File: config.mk
export PLATFORM = sky130hd
export DESIGN_NAME = pmevt_status_top
export DESIGN_NICKNAME = d
export VERILOG_FILES = /design/src/rtl/pmevt_pkg.sv /design/src/rtl/pmevt_timer.sv /design/src/rtl/pmevt_status_bank.sv /design/src/rtl/pmevt_bus_fsm.sv /design/src/rtl/pmevt_status_top.sv
export SDC_FILE = /design/constraint.sdc
export NUM_CORES = 1
export LEC_CHECK = 0
export ABC_AREA = 1
export BUFFER_PORTS_ARGS = -buffer_cell sky130_fd_sc_hd__buf_2
export CAP_MARGIN = 20
export CORE_ASPECT_RATIO = 1.1
export CORE_MARGIN = 2
export CORE_UTILIZATION = 45
export CTS_CLUSTER_DIAMETER = 150
export DETAILED_ROUTE_END_ITERATION = 10
export GPL_TIMING_DRIVEN = 0
export PLACE_DENSITY = 0.68
export SLEW_MARGIN = 10
export SYNTH_ARGS = -nofsm -noshare
export SYNTH_HDL_FRONTEND = slang
export SYNTH_SLANG_ARGS = --single-unit
File: constraint.sdc
create_clock -name clk -period 2.2 [get_ports clk]
set_input_delay 0.22 -clock clk [delete_from_list [all_inputs] [get_ports clk]]
set_output_delay 0.22 -clock clk [all_outputs]
set_load 0.03 [all_outputs]
File: src/rtl/pmevt_pkg.sv
package pmevt_pkg;

    localparam int PM_REG_W = 16;
    typedef logic [PM_REG_W-1:0] pm_word_t;

    localparam int BIT_TMR = 0;
    localparam int BIT_BM  = 4;
    localparam int BIT_GBL = 5;
    localparam int BIT_PWR = 8;
    localparam int BIT_SLP = 9;

    localparam pm_word_t STS_IMPL = pm_word_t'((1 << BIT_TMR) | (1 << BIT_BM) |
                                               (1 << BIT_GBL) | (1 << BIT_PWR) |
                                               (1 << BIT_SLP));
    localparam pm_word_t EN_IMPL  = STS_IMPL & ~pm_word_t'(1 << BIT_BM);

    localparam int ADDR_STS = 0;
    localparam int ADDR_EN  = 1;

    typedef enum logic [1:0] {
        BUS_IDLE    = 2'd0,
        BUS_RD_RESP = 2'd1,
        BUS_WR_ACK  = 2'd2
    } bus_state_e;

endpackage

File: src/rtl/pmevt_timer.sv
module pmevt_timer #(
    parameter int              CNT_W    = 24,
    parameter logic [CNT_W-1:0] CNT_INIT = '0
) (
    input  logic clk,
    input  logic rst_n,
    input  logic tick_en,
    output logic msb,
    output logic toggle
);
    localparam int MSB = CNT_W - 1;

    logic [CNT_W-1:0] cnt_q;
    logic [CNT_W-1:0] cnt_inc;

    assign cnt_inc = cnt_q + CNT_W'(1);

    always_ff @(posedge clk) begin
        if (!rst_n) begin
            cnt_q <= CNT_INIT;
        end else if (tick_en) begin
            cnt_q <= cnt_inc;
        end
    end

    // Either direction of the top bit counts as an event.
    assign toggle = tick_en & (cnt_q[MSB] ^ cnt_inc[MSB]);
    assign msb    = cnt_q[MSB];

endmodule

File: src/rtl/pmevt_status_bank.sv
module pmevt_status_bank
    import pmevt_pkg::*;
(
    input  logic     clk,
    input  logic     rst_n,
    input  pm_word_t set_vec,
    input  pm_word_t clr_vec,
    input  logic     en_we,
    input  pm_word_t en_wdata,
    output pm_word_t sts_q,
    output pm_word_t en_q,
    output logic     irq_q
);
    for (genvar i = 0; i < PM_REG_W; i++) begin : g_bit
        if (STS_IMPL[i]) begin : g_sts
            always_ff @(posedge clk) begin
                if (!rst_n) begin
                    sts_q[i] <= 1'b0;
                end else if (set_vec[i]) begin
                    sts_q[i] <= 1'b1;
                end else if (clr_vec[i]) begin
                    sts_q[i] <= 1'b0;
                end
            end
        end else begin : g_sts_rsvd
            assign sts_q[i] = 1'b0;
        end

        if (EN_IMPL[i]) begin : g_en
            always_ff @(posedge clk) begin
                if (!rst_n) begin
                    en_q[i] <= 1'b0;
                end else if (en_we) begin
                    en_q[i] <= en_wdata[i];
                end
            end
        end else begin : g_en_rsvd
            assign en_q[i] = 1'b0;
        end
    end

    always_ff @(posedge clk) begin
        if (!rst_n) begin
            irq_q <= 1'b0;
        end else begin
            irq_q <= |(sts_q & en_q & EN_IMPL);
        end
    end

endmodule

File: src/rtl/pmevt_bus_fsm.sv
module pmevt_bus_fsm
    import pmevt_pkg::*;
#(
    parameter int ADDR_W = 2
) (
    input  logic              clk,
    input  logic              rst_n,
    input  logic              bus_req,
    input  logic              bus_we,
    input  logic [ADDR_W-1:0] bus_addr,
    input  pm_word_t          bus_wdata,
    input  pm_word_t          sts_q,
    input  pm_word_t          en_q,
    output logic              bus_ready,
    output logic              bus_ack,
    output pm_word_t          bus_rdata,
    output pm_word_t          clr_vec,
    output logic              en_we,
    output pm_word_t          en_wdata
);
    bus_state_e state_q, state_d;
    pm_word_t   rdata_q, rd_sel;
    logic       accept, hit_sts, hit_en;

    assign hit_sts = (bus_addr == ADDR_W'(ADDR_STS));
    assign hit_en  = (bus_addr == ADDR_W'(ADDR_EN));
    assign accept  = (state_q == BUS_IDLE) && bus_req;

    always_comb begin
        state_d = state_q;
        unique case (state_q)
            BUS_IDLE: begin
                if (accept) state_d = bus_we ? BUS_WR_ACK : BUS_RD_RESP;
            end
            BUS_RD_RESP: state_d = BUS_IDLE;
            BUS_WR_ACK:  state_d = BUS_IDLE;
            default:     state_d = BUS_IDLE;
        endcase
    end

    always_ff @(posedge clk) begin
        if (!rst_n) begin
            state_q <= BUS_IDLE;
        end else begin
            state_q <= state_d;
        end
    end

    always_comb begin
        if (hit_sts)     rd_sel = sts_q;
        else if (hit_en) rd_sel = en_q;
        else             rd_sel = '0;
    end

    always_ff @(posedge clk) begin
        if (!rst_n) begin
            rdata_q <= '0;
        end else if (accept && !bus_we) begin
            rdata_q <= rd_sel;
        end
    end

    always_comb begin
        bus_ready = 1'b0;
        bus_ack   = 1'b0;
        bus_rdata = '0;
        unique case (state_q)
            BUS_IDLE:    bus_ready = 1'b1;
            BUS_RD_RESP: begin
                bus_ack   = 1'b1;
                bus_rdata = rdata_q;
            end
            BUS_WR_ACK:  bus_ack = 1'b1;
            default:     bus_ready = 1'b0;
        endcase
    end

    assign clr_vec  = (accept && bus_we && hit_sts) ? bus_wdata : '0;
    assign en_we    = accept && bus_we && hit_en;
    assign en_wdata = bus_wdata;

endmodule

File: src/rtl/pmevt_status_top.sv
module pmevt_status_top
    import pmevt_pkg::*;
#(
    parameter int               CNT_W    = 24,
    parameter logic [CNT_W-1:0] CNT_INIT = '0,
    parameter int               ADDR_W   = 2
) (
    input  logic              clk,
    input  logic              rst_n,
    input  logic              tick_en,
    input  logic              evt_bus_master,
    input  logic              evt_fw_attn,
    input  logic              evt_pwr_button,
    input  logic              evt_slp_button,
    input  logic              bus_req,
    input  logic              bus_we,
    input  logic [ADDR_W-1:0] bus_addr,
    input  logic [15:0]       bus_wdata,
    output logic              bus_ready,
    output logic              bus_ack,
    output logic [15:0]       bus_rdata,
    output logic              sci_irq
);
    pm_word_t set_vec, clr_vec, sts_q, en_q, en_wdata;
    logic     en_we, tmr_msb, tmr_toggle;

    pmevt_timer #(
        .CNT_W    (CNT_W),
        .CNT_INIT (CNT_INIT)
    ) u_timer (
        .clk    (clk),
        .rst_n  (rst_n),
        .tick_en(tick_en),
        .msb    (tmr_msb),
        .toggle (tmr_toggle)
    );

    always_comb begin
        set_vec          = '0;
        set_vec[BIT_TMR] = tmr_toggle;
        set_vec[BIT_BM]  = evt_bus_master;
        set_vec[BIT_GBL] = evt_fw_attn;
        set_vec[BIT_PWR] = evt_pwr_button;
        set_vec[BIT_SLP] = evt_slp_button;
    end

    pmevt_bus_fsm #(
        .ADDR_W (ADDR_W)
    ) u_bus (
        .clk      (clk),
        .rst_n    (rst_n),
        .bus_req  (bus_req),
        .bus_we   (bus_we),
        .bus_addr (bus_addr),
        .bus_wdata(bus_wdata),
        .sts_q    (sts_q),
        .en_q     (en_q),
        .bus_ready(bus_ready),
        .bus_ack  (bus_ack),
        .bus_rdata(bus_rdata),
        .clr_vec  (clr_vec),
        .en_we    (en_we),
        .en_wdata (en_wdata)
    );

    pmevt_status_bank u_bank (
        .clk     (clk),
        .rst_n   (rst_n),
        .set_vec (set_vec),
        .clr_vec (clr_vec),
        .en_we   (en_we),
        .en_wdata(en_wdata),
        .sts_q   (sts_q),
        .en_q    (en_q),
        .irq_q   (sci_irq)
    );

endmodule

* Yosys cells after proc, flatten, opt, wreduce, memory -nomap -nowiden
Cells that the tools add are included.
** Word-level totals
- Bits of input ports :: 27
- Output and inout port bits :: 19
- Logic and storage cells :: 53
- Register bits :: 52
** Cells by class
- Add/sub/neg operators :: 1
- Reduce and logical (&&, ||, !) cells :: 16
- Bitwise operators :: 3
- Equal/unequal tests :: 3
- Multiplexer cells :: 17
** Operators with widths (count)
- $mux W16 :: 2
- $add A24 B1 Y24 const B :: 1
- $mux W10 :: 2
- $mux W1 :: 12
- $and A10 B10 Y10 :: 1
- $reduce_bool A2 Y1 :: 5
- $logic_and A1 B1 Y1 :: 5
- $eq A2 B1 Y1 const B :: 2
- $logic_not A2 Y1 :: 2
- $reduce_or A4 Y1 :: 1
- $eq A2 B2 Y1 const B :: 1
- $mux W2 :: 1
- $reduce_and A2 Y1 :: 1
- $reduce_or A2 Y1 :: 1
- $and A1 B1 Y1 :: 1
- $logic_not A1 Y1 :: 1
- $xor A1 B1 Y1 :: 1

* Depth between registers and ports, before layout
Gate-level depths: netlist of the first run.
- Depth in word-level cells :: 7
- Gate-level depth with buffers :: 9
- Gate-level depth less buffers :: 9

* Hierarchy
Synthesis of the first run repeated with hierarchy kept, for this count alone.
** Unflattened totals
- Cell total of the unflattened synthesis :: 540
- Area total of the unflattened synthesis :: 3354.5 µm²
** By module, submodules not included
- pmevt_bus_fsm :: instances 1, sequential area each 360.3 µm², area an instance 1478.9 µm², cells each 273
- pmevt_timer :: instances 1, sequential area each 480.5 µm², area an instance 1345.0 µm², cells each 195
- pmevt_status_bank :: instances 1, sequential area each 200.2 µm², area an instance 526.8 µm², cells each 71
- pmevt_status_top :: instances 1, sequential area each 0.0 µm², area an instance 3.8 µm², cells each 1

* Worst setup path before layout of the first run
OpenSTA, ideal clock, no wires.
- Kind :: register to register
- From :: register u_bus.state_q[0]
- To :: register u_bank.en_q[0]
- Path slack :: 0.615 ns
- Arrival time :: 1.465 ns
- Clock period less this slack :: 1.585 ns
- Stages on the path, launching flop included :: 8
- Required time :: 2.080 ns
- Buffers on the path :: 0
- Setup time :: 0.120 ns
- Cell sequence :: dfxtp_1 -> inv_1 -> ha_1 -> nand2_1 -> nor2_2 -> nand2_1 -> o21ai_0 -> a21oi_1
** Between the ends
- Longest elaborated chain between the ends :: 4
** Ends and longest elaborated chain
- from (decl) :: RTL line pmevt_bus_fsm.sv:21 : bus_state_e state_q, state_d;
- from (signal assigned) :: RTL line pmevt_bus_fsm.sv:45 : state_q <= state_d;
- $logic_not A2 Y1 :: RTL line pmevt_bus_fsm.sv:27 : assign accept = (state_q == BUS_IDLE) && bus_req;
- $logic_and A1 B1 Y1 :: RTL line pmevt_bus_fsm.sv:27
- $logic_and A1 B1 Y1 (2 in series) :: RTL line pmevt_bus_fsm.sv:79 : assign en_we = accept && bus_we && hit_en;
- to (signal, indexed assignment) :: RTL line pmevt_status_bank.sv:34 : en_q[i] <= en_wdata[i];
- to (decl) :: RTL line pmevt_status_bank.sv:11 : output pm_word_t en_q,
No other way between the ends.
A chain may end at the register's enable or synchronous reset.

* Worst setup path after layout of the first run
- From :: register u_bus.state_q[1]
- To :: register u_bank.en_q[5]
The elaborated chain is that of the path after synthesis.

==> results of run 1 <==
cells in the final DEF (no fill, tap or decap), types with 3 or more instances in the layout:
cell / n
a21oi_1: 24
a31oi_1: 4
buf_2: 23
buf_4: 12
clkbuf_8: 6
conb_1: 11
dfxtp_1: 40
ha_1: 3
inv_1: 28
nand2_1: 77
nand2_2: 3
nand3_1: 17
nor2_1: 50
nor2_2: 6
o21ai_0: 16
worst paths after layout:
kind                    startpoint               to  slack [ns]  depth (start not counted)
setup / recovery  u_bus.state_q[1]   u_bank.en_q[5]        0.59                          7
hold / removal      evt_pwr_button  u_bank.sts_q[8]        0.13                          3
setup reg to reg  u_bus.state_q[1]   u_bank.en_q[5]        0.59                          7
hold reg to reg     u_bank.en_q[5]   u_bank.en_q[5]        0.47                          2
layer usage:
metal	wire [um]	GRT usage, %	vias to the layer above
met1	1840	20.7	746
met5	0	0	-
li1	-	-	1007
met2	1950	32.2	32
met3	157	4.54	4
met4	44	4.67	0
registers in the layout (all words and copies together), names as in the netlist:
name and flops:
u_timer.cnt_q 23, u_bank.irq_q 1, u_bank.sts_q 5, u_bank.en_q 4
u_bus.rdata_q 5, u_bus.state_q 2
cell families (layout without fill, tap and decap cells):
group / count (synthesis) / in the layout / share of synthesized area (%)
simple gates: 161 / 161 / 34.8
compound gates: 49 / 49 / 13.1
buf+inv: 44 / 74 / 10.5
flops: 40 / 40 / 39.6
fa+ha+maj: 3 / 3 / 1.86
other cells: 1 / 11 / 0.185
critical path, stage by stage (launching register included):
cell,delay (ns)
dfxtp_1,0.30
inv_1,0.09
ha_1,0.20
nand2_1,0.11
nor2_2,0.31
nand2_1,0.22
o21ai_0,0.21
a21oi_1,0.05
per-stage QoR:
step	hold slack, ns	cell area [um^2]	utilization (%)	power, mW
after floorplan	0.337	2060	-	0.903
after global placement	0.425	2240	51.8	0.941
after detailed placement	0.434	2240	51.8	0.943
after CTS	0.124	2330	54.0	1.45
after global routing	0.141	2330	54.0	1.49
final	0.132	2330	54.0	1.43
power by group:
part           switching [mW]  leakage (nW)  internal (mW)  total (mW)
clock network           0.251        0.0510          0.250       0.502
logic                   0.111         0.632         0.0570       0.168
registers              0.0130         0.325          0.745       0.758
cells in the mapped netlist:
cell type	n	share of area, %
buf_1	1	0.19
nor2_2	6	1.9
and3_1	1	0.31
nor2_4	2	1.1
a31oi_1	4	1.2
ha_1	3	1.9
nand3_1	17	4.2
buf_2	1	0.25
conb_1	1	0.19
o21a_1	2	0.74
nor2_8	1	0.99
nand3_2	1	0.50
buf_4	12	4.5
a211oi_1	2	0.74
a21oi_1	24	5.9
clkbuf_1	2	0.37
nand3b_2	1	0.56
o21ai_0	16	4.0
a41oi_1	1	0.43
nor3_1	1	0.25
nand2_1	77	14
nor2_1	50	9.3
dfxtp_1	40	40
nand2_2	3	0.93
nand2_4	1	0.56
inv_1	28	5.2
layout make-up:
| class | instances | area [um^2] | area share, % |
|---|---|---|---|
| Multi-Input combinational cell | 224 | 1050 | 45.0 |
| Sequential cell | 40 | 801 | 34.4 |
| Timing Repair Buffer | 22 | 110 | 4.73 |
| Buffer | 16 | 106 | 4.56 |
| Inverter | 28 | 105 | 4.51 |
| Clock buffer | 6 | 82.6 | 3.54 |
| Tap cell | 54 | 67.6 | 2.90 |
| Clock inverter | 2 | 10.0 | 0.430 |
==> results_dict.tcl, run 1 <==
set metrics [dict create \
    status "finished, final reports clean" \
    first_pass_iters 4 \
    cts_resized 0 \
    die_w_um 67.9 \
    syn_avg_cell_area_um2 6.79 \
    routed_wl_mm 4.00 \
    max_slew_margin_pct 56.3 \
    finalNonFillerCells 392 \
    numPortBuffers 22 \
    die-area_mm2 0.00505 \
    gr-total-overflow 0 \
    htreeDepth 2 \
    cts_tree "yes" \
    routabilityCongestion 0.803 \
    clock-sinks 40 \
    drc 0 \
    fmax_mhz 622 \
    synth-seq-cells 40 \
    maxSlewViolCount 0 \
    endpoint_kind "register" \
    avgRoutedWirePerCell_um 10.2 \
    worst_clock_skew_ns 0.00655 \
    cts_buffers 5 \
    syn_area_mm2 0.00202 \
    hold_buffers 0 \
    cp_max_fo 9 \
    fin_ws_ns 0.593 \
    drive_gt1_share_pct 17.2 \
    fp.dieH_um 74.3 \
    rsz0062_at_grt "no" \
    grt_pass1_wl_mm 6.80 \
    cp_data_arrival_time_ns 1.79 \
    rows 25 \
    grt_max_degree 13 \
    drt_iter0_markers 68 \
    cp_data_required_time_ns 2.38 \
    clock_latency_ns 0.29 \
    p_per_area_mw_per_mm2 613 \
    vias_per_cell 4.56 \
    start_kind "register" \
    critical_path_class "reg -> reg" \
    synth_cell_type_count 26 \
    synthCells 298 \
    grt_usage_pct 17.8 \
    cap_viol_max_count 0 \
    io_pins 46 \
    fillCellCount 451 \
    fin_tns_setup_ns 0 \
    placed_cells 384 \
    max-clock-path-buffers 2 \
    n_antenna_cell 0 \
    finalCritPeriodShare_pct 73.1 \
    finalSetupViolations 0 \
    layout.nets 367 \
    hold_class "in -> reg" \
    clk_pin_slew_worst_paths_ns 0.08 \
    worst_slew_pin_slew_ns 0.653 \
    antenna_left 0 \
    cts_setup_buffers 0 \
    period_minus_slack_ns 1.61 \
    dpl.hpwl_mm 3.03 \
    yosys_warnings 0 \
    vias 1789 \
    pre_cts_slack_ns 0.606 \
    irDropWorstVdd_v 0.000372 \
    area_growth_pct 15.2 \
    cts_root_buf "clkbuf_8" \
    antenna_found_initial 0 \
    coreArea_mm2 0.00432 \
    ys_seq_area_share_pct 39.6 \
    p_leak_nw 1.01 \
    grt_pass1_vias 1552 \
    hold_viol 0 \
    start_util_pct 46.8 \
]
Note: power is estimated with default switching activity, not from simulation.
==> inputs of run 2 (changes only) <==
--- a/config.mk
+++ b/config.mk
@@ -5,7 +5,7 @@
 export SDC_FILE = /design/constraint.sdc
 export NUM_CORES = 1
 export LEC_CHECK = 0
-export ABC_AREA = 1
+export ABC_AREA = 0
 export BUFFER_PORTS_ARGS = -buffer_cell sky130_fd_sc_hd__buf_2
 export CAP_MARGIN = 20
 export CORE_ASPECT_RATIO = 1.1
@@ -14,7 +14,7 @@
 export CTS_CLUSTER_DIAMETER = 150
 export DETAILED_ROUTE_END_ITERATION = 10
 export GPL_TIMING_DRIVEN = 0
-export PLACE_DENSITY = 0.68
+export PLACE_DENSITY = 0.69
 export SLEW_MARGIN = 10
 export SYNTH_ARGS = -nofsm -noshare
 export SYNTH_HDL_FRONTEND = slang
==> constraint.sdc (replaced) <==
create_clock -name clk -period 1.6 [get_ports clk]
set_input_delay 0.16 -clock clk [delete_from_list [all_inputs] [get_ports clk]]
set_output_delay 0.16 -clock clk [all_outputs]
set_load 0.03 [all_outputs]
==> run 2 against run 1 <==
Global-route usage decreased by 1.3 points; register-to-register slack got worse by 0.59 ns; flip-flop and latch count unchanged.
==> results_dict.tcl, run 2 <==
set metrics [dict create \
    yosys_warnings 0 \
    rows 24 \
    ys_seq_area_share_pct 41.9 \
    routed_wl_mm 3.66 \
    largest-register "u_timer.cnt_q" \
    layout_commonest_cell "dfxtp_1" \
    period_minus_slack_ns 1.60 \
    p_per_area_mw_per_mm2 881 \
    yosys-top-cells-count "dfxtp_1, nor2_1" \
    largest_reg_flops 23 \
    cts_root_buf "clkbuf_8" \
    critPathBufInv 1 \
    drt_iter0_markers 61 \
    max-clock-path-buffers 2 \
    synth_most_common_cell "dfxtp_1" \
    rsz0062_at_grt "yes" \
    reg2reg_setup_slack_ns 0.002 \
    top_regs "u_timer.cnt_q x23, u_bank.sts_q x5, u_bus.rdata_q x5" \
    synth_edf_count 0 \
    cp_data_arrival_time_ns 1.82 \
    p_seq_share_pct 50.2 \
    drc 0 \
    finalCritPeriodShare_pct 99.9 \
    finalSetupViolations 0 \
    p_sw_mw 0.489 \
    path_delay_family "simple AND/OR/NAND/NOR gates" \
    maxSlewViolCount 0 \
    fp.dieH_um 72.4 \
    start_util_pct 47.5 \
    grt_usage_pct 16.5 \
    fillCellCount 388 \
    swShare_pct 23.9 \
    synth_top_area_cell "dfxtp_1" \
    max_slew_margin_pct 63.0 \
    layout_common_cells "dfxtp_1, nor2_1, buf_2" \
    synthCells 210 \
    gr-total-overflow 0 \
    coreArea_mm2 0.00402 \
    fin_tns_setup_ns 0 \
    grt_pass1_vias 1382 \
    hold_depth 2 \
    area_growth_pct 21.5 \
    drive_gt1_share_pct 26.8 \
    io_pins 46 \
    critical_path_class "reg -> reg" \
    antenna_found_initial 0 \
    synth_cell_type_count 35 \
    synth_flop_cell "dfxtp_1" \
    layout.nets 283 \
    crit_chain "ha_1 -> and4_1 -> buf_6 -> nand3_4 -> or4_4 -> a21oi_2" \
    first_pass_iters 4 \
    fmax_mhz 626 \
    cp_max_fo 6 \
    cp_data_required_time_ns 1.83 \
    seqCellArea_um2 812 \
    numPortBuffers 22 \
    worst_slew_pin_slew_ns 0.556 \
    htreeDepth 2 \
    r2r_cells 6 \
    p_comb_share_pct 9.9 \
    multi_input_area_mm2 0.00104 \
    vias_per_cell 4.99 \
    clock_latency_ns 0.30 \
    power_mw 2.05 \
    cap_viol_max_count 0 \
    worst_clock_skew_ns 0.0117 \
    regToRegStartpoint "u_timer.cnt_q[0]" \
    r2r-end "u_timer.cnt_q[18]" \
    hold_class "in -> reg" \
    max_stage_delay_ns 0.50 \
    crit_slowest_cell "or4_4" \
    syn_area_mm2 0.00191 \
    min_from "evt_bus_master" \
    p_clk_share_pct 39.9 \
    syn_avg_cell_area_um2 9.10 \
    grt_pass1_wl_mm 6.09 \
    irDropWorstVdd_v 0.000822 \
    dpl.hpwl_mm 2.61 \
    vias 1527 \
    synth-seq-cells 40 \
    die_w_um 66.1 \
    avgRoutedWirePerCell_um 11.9 \
    die-area_mm2 0.00479 \
    grt_max_degree 13 \
    antenna_left 0 \
    synth.top_cells.by_area "dfxtp_1, mux2i_1, nor2_1" \
    fin_hold_ws_ns 0.0585 \
    cts_buffers 5 \
    whs_endpoint "u_bank.sts_q[4]" \
    start_kind "register" \
    endpoint_kind "register" \
    hold_viol 0 \
    clock-sinks 40 \
    cts_tree "yes" \
    n_antenna_cell 0 \
    status "finished, final reports clean" \
    netlist.area_leader.share_pct 41.9 \
    clk_pin_slew_worst_paths_ns 0.08 \
    routabilityCongestion 0.766 \
    path_depth 6 \
    p_leak_nw 0.976 \
    async_reset_ff_share_pct 0 \
    internal_power_mw 1.56 \
]
run 2: cell type report:
type | instances | area share (%)
tap | 52 | 2.80
timing repair buffer | 28 | 6.68
clock inverter | 2 | 1.51
buffer | 18 | 5.33
sequential | 40 | 35.0
inverter | 4 | 0.647
multi-input combinational | 156 | 44.9
clock buffer | 6 | 3.12
run 2: cell families (layout without fill, tap and decap cells):
kind of cell | after synthesis | count (layout) | synth area share, %
AOI/OAI and AO/OA | 33 | 33 | 11.3
xor gates and xnor gates | 13 | 13 | 5.96
adders and majority gates | 3 | 3 | 1.96
buffers and inverters | 24 | 58 | 7.85
DFF | 40 | 40 | 41.9
muxes | 12 | 12 | 6.28
other | 1 | 11 | 0.196
and+or+nand+nor | 84 | 84 | 24.6
run 2: worst max path at each step:
stage / startpoint / end / slack, ns
floorplan: u_timer.cnt_q[0] / u_timer.cnt_q[22] / 0.006
global placement: u_timer.cnt_q[0] / u_timer.cnt_q[20] / -0.09
detailed placement: u_timer.cnt_q[0] / u_timer.cnt_q[22] / -0.10
CTS: u_timer.cnt_q[6] / u_timer.cnt_q[21] / 0.008
global route: u_timer.cnt_q[1] / u_timer.cnt_q[18] / -0.07
finish: u_timer.cnt_q[0] / u_timer.cnt_q[18] / 0.002
run 2: metal layers:
layer / global-route usage [%] / up-vias / wire (um)
li1: - / 806 / -
met1: 21.3 / 682 / 1710
met2: 26.3 / 36 / 1740
met3: 5.12 / 3 / 179
met4: 4.76 / 0 / 35
met5: 0 / - / 0
run 2: worst reg2reg max path, cell delays in order, from the launching register on:
cell,delay (ns)
dfxtp_2,0.34
ha_1,0.15
and4_1,0.19
buf_6,0.12
nand3_4,0.10
or4_4,0.50
a21oi_2,0.14
run 2: stage by stage:
step / util (%) / area [um^2] / std cells / setup slack, ns
2_1_floorplan: - / 1960 / 220 / 0.00603
3_3_place_gp: 53.1 / 2140 / 294 / -0.0867
3_5_place_dp: 53.1 / 2140 / 294 / -0.103
4_1_cts: 56.4 / 2270 / 303 / 0.00781
5_1_grt: 57.7 / 2320 / 306 / -0.0694
6_report: 57.7 / 2320 / 306 / 0.00208
run 2: what timing repair did:
item | 4_1_cts | 5_1_grt
hold buffers | 0 | 0
buffers inserted | 2 | 4
gates resized for setup | 7 | 11
gates cloned | 0 | 0
pin swaps | 5 | 1
hold endpoints to repair | 0 | 0
setup endpoints to repair | 12 | 11
run 2: power groups by stage:
stage	logic [mW]	registers, mW	clock network, mW
final	0.202	1.03	0.816
after global routing	0.227	1.03	0.867
after CTS	0.201	1.03	0.843
after detailed placement	0.195	1.05	0
after global placement	0.194	1.05	0
after floorplan	0.153	1.05	0
==> inputs of run 3 (changes only) <==
--- a/config.mk
+++ b/config.mk
@@ -14,8 +14,9 @@
 export CTS_CLUSTER_DIAMETER = 150
 export DETAILED_ROUTE_END_ITERATION = 10
 export GPL_TIMING_DRIVEN = 0
-export PLACE_DENSITY = 0.69
+export PLACE_DENSITY = 0.66
 export SLEW_MARGIN = 10
 export SYNTH_ARGS = -nofsm -noshare
 export SYNTH_HDL_FRONTEND = slang
+export SYNTH_HIERARCHICAL = 1
 export SYNTH_SLANG_ARGS = --single-unit
==> run 3 against run 2 <==
The run now ends with setup timing left; power rose by 20%; critical path type unchanged; first-iteration DRC count fell by 21%; clock skew decreased by 0.0052 ns; die area up 36%; combinational power increased by 45%; clock-buffer cell count is the same; synthesized area is 38% higher; highest routed layer unchanged.
==> results_dict.tcl, run 3 <==
set metrics [dict create \
    status "finished with violations" \
    violations "setup timing" \
    die-area_mm2 0.00650 \
    first_pass_iters 3 \
    grt_max_degree 16 \
    rows 29 \
    period_minus_slack_ns 1.85 \
    crit_slowest_cell "or4b_4" \
    highest_layer "met4" \
    io_pins 46 \
    fin_hold_ws_ns 0.0663 \
    antenna_found_initial 0 \
    wl_met2_mm 2.38 \
    start_kind "register" \
    largest_reg_flops 23 \
    clk_pin_slew_worst_paths_ns 0.09 \
    min_from "evt_pwr_button" \
    drive_gt1_share_pct 35.3 \
    m1WireLength_mm 2.17 \
    vias_per_cell 4.64 \
    max-clock-path-buffers 2 \
    finalSetupViolations 7 \
    fmax_mhz 541 \
    n_antenna_cell 0 \
    layout_common_cells "dfxtp_1, buf_4, buf_2" \
    area_growth_pct 25.1 \
    power_mw 2.46 \
    irDropWorstVdd_v 0.000540 \
    htreeDepth 2 \
    cts_buffers 5 \
    numPortBuffers 33 \
    finalCritPeriodShare_pct 115 \
    rsz0062_at_grt "yes" \
    routed_wl_mm 4.73 \
    yosys_warnings 6 \
    fin_ws_ns -0.247 \
    p_per_area_mw_per_mm2 744 \
    syn_avg_cell_area_um2 9.48 \
    antenna_left 0 \
    drc 0 \
    coreArea_mm2 0.00573 \
    maxSlewViolCount 0 \
    layout_commonest_cell "dfxtp_1" \
    layout.nets 378 \
    wl_met3_um 122 \
    largest-register "u_timer/cnt_q" \
    cap_viol_max_count 0 \
    hold_buffers 0 \
    cp_data_required_time_ns 1.83 \
    cts_tree "yes" \
    drt_iter0_markers 48 \
    placed_cells 411 \
    avgRoutedWirePerCell_um 11.1 \
    pre_cts_slack_ns -0.283 \
    fp.dieH_um 84.4 \
    p_leak_nw 1.40 \
    regToRegStartpoint "u_timer/cnt_q[0]" \
    gr-total-overflow 0 \
    hold_viol 0 \
    critical_path_class "reg -> reg" \
    dpl.hpwl_mm 3.45 \
    clock_latency_ns 0.29 \
    top_regs "u_timer/cnt_q x23, u_bus/rdata_q x16, u_bank/sts_q x5" \
    routabilityCongestion 0.778 \
    finalNonFillerCells 425 \
    worst_clock_skew_ns 0.00646 \
    cp_max_fo 10 \
    cts_root_buf "clkbuf_8" \
    vias 1972 \
    crit_chain "ha_4 -> and4_4 -> or4b_4 -> buf_8 -> or3_4 -> a21oi_2" \
    cp_data_arrival_time_ns 2.08 \
    grt_pass1_wl_mm 8.27 \
    start_util_pct 46.1 \
    syn_area_mm2 0.00264 \
    die_w_um 77.1 \
    endpoint_kind "register" \
    hold_class "in -> reg" \
    startpoint "u_timer/cnt_q[0]" \
    clock-sinks 51 \
    synthCells 279 \
    grt_pass1_vias 1894 \
    final_util_pct 57.7 \
    max_stage_delay_ns 0.46 \
    grt_usage_pct 15.7 \
]
-- run 3: final timing paths --
kind,end,slack [ns],depth (start not counted)
min reg2reg,u_bus/rdata_q[3],0.46,1
min,u_bank/sts_q[8],0.07,2
max,u_timer/cnt_q[16],-0.25,6
max reg2reg,u_timer/cnt_q[16],-0.25,6
-- run 3: timing repair --
action,CTS,global route
setup endpoints to repair,29,27
buffers inserted,9,1
pin swaps,4,5
gates resized for setup,28,13
-- run 3: final cells by class --
type	instances	area [um^2]
multi-input combinational	204	1500
timing repair buffer	43	253
fill	538	2430
tap	77	96.3
inverter	5	18.8
buffer	38	288
sequential	51	1040
clock inverter	1	30.0
clock buffer	6	72.6
-- run 3: report_power, final --
group,internal (mW),total [mW],switching (mW)
logic,0.146,0.293,0.147
clock network,0.459,0.847,0.388
registers,1.30,1.32,0.0244
total,1.90,2.46,0.559
-- run 3: layer usage --
metal | vias to the layer above | global-route usage [%]
met1 | 894 | 17.9
met4 | 0 | 5.52
met2 | 20 | 28.8
met5 | - | 0
met3 | 5 | 3.66
li1 | 1053 | -
-- run 3: metrics by stage --
stage                     cell area, um^2  TNS [ns]
final                                3310     -1.22
after global routing                 3310     -1.83
after global placement               3030     -3.53
after floorplan                      2770    -0.923
after CTS                            3270     -1.23
after detailed placement             3030     -4.11
-- run 3: worst max-delay path, delay by kind of cell (launching register included) --
| kind | cells | cell delay, ns |
|---|---|---|
| AND/OR/NAND/NOR | 3 | 0.97 |
| AO/OA/AOI/OAI | 1 | 0.14 |
| flip-flops | 1 | 0.39 |
| buffers and inverters | 1 | 0.15 |
| adder cells (fa/ha/maj) | 1 | 0.13 |
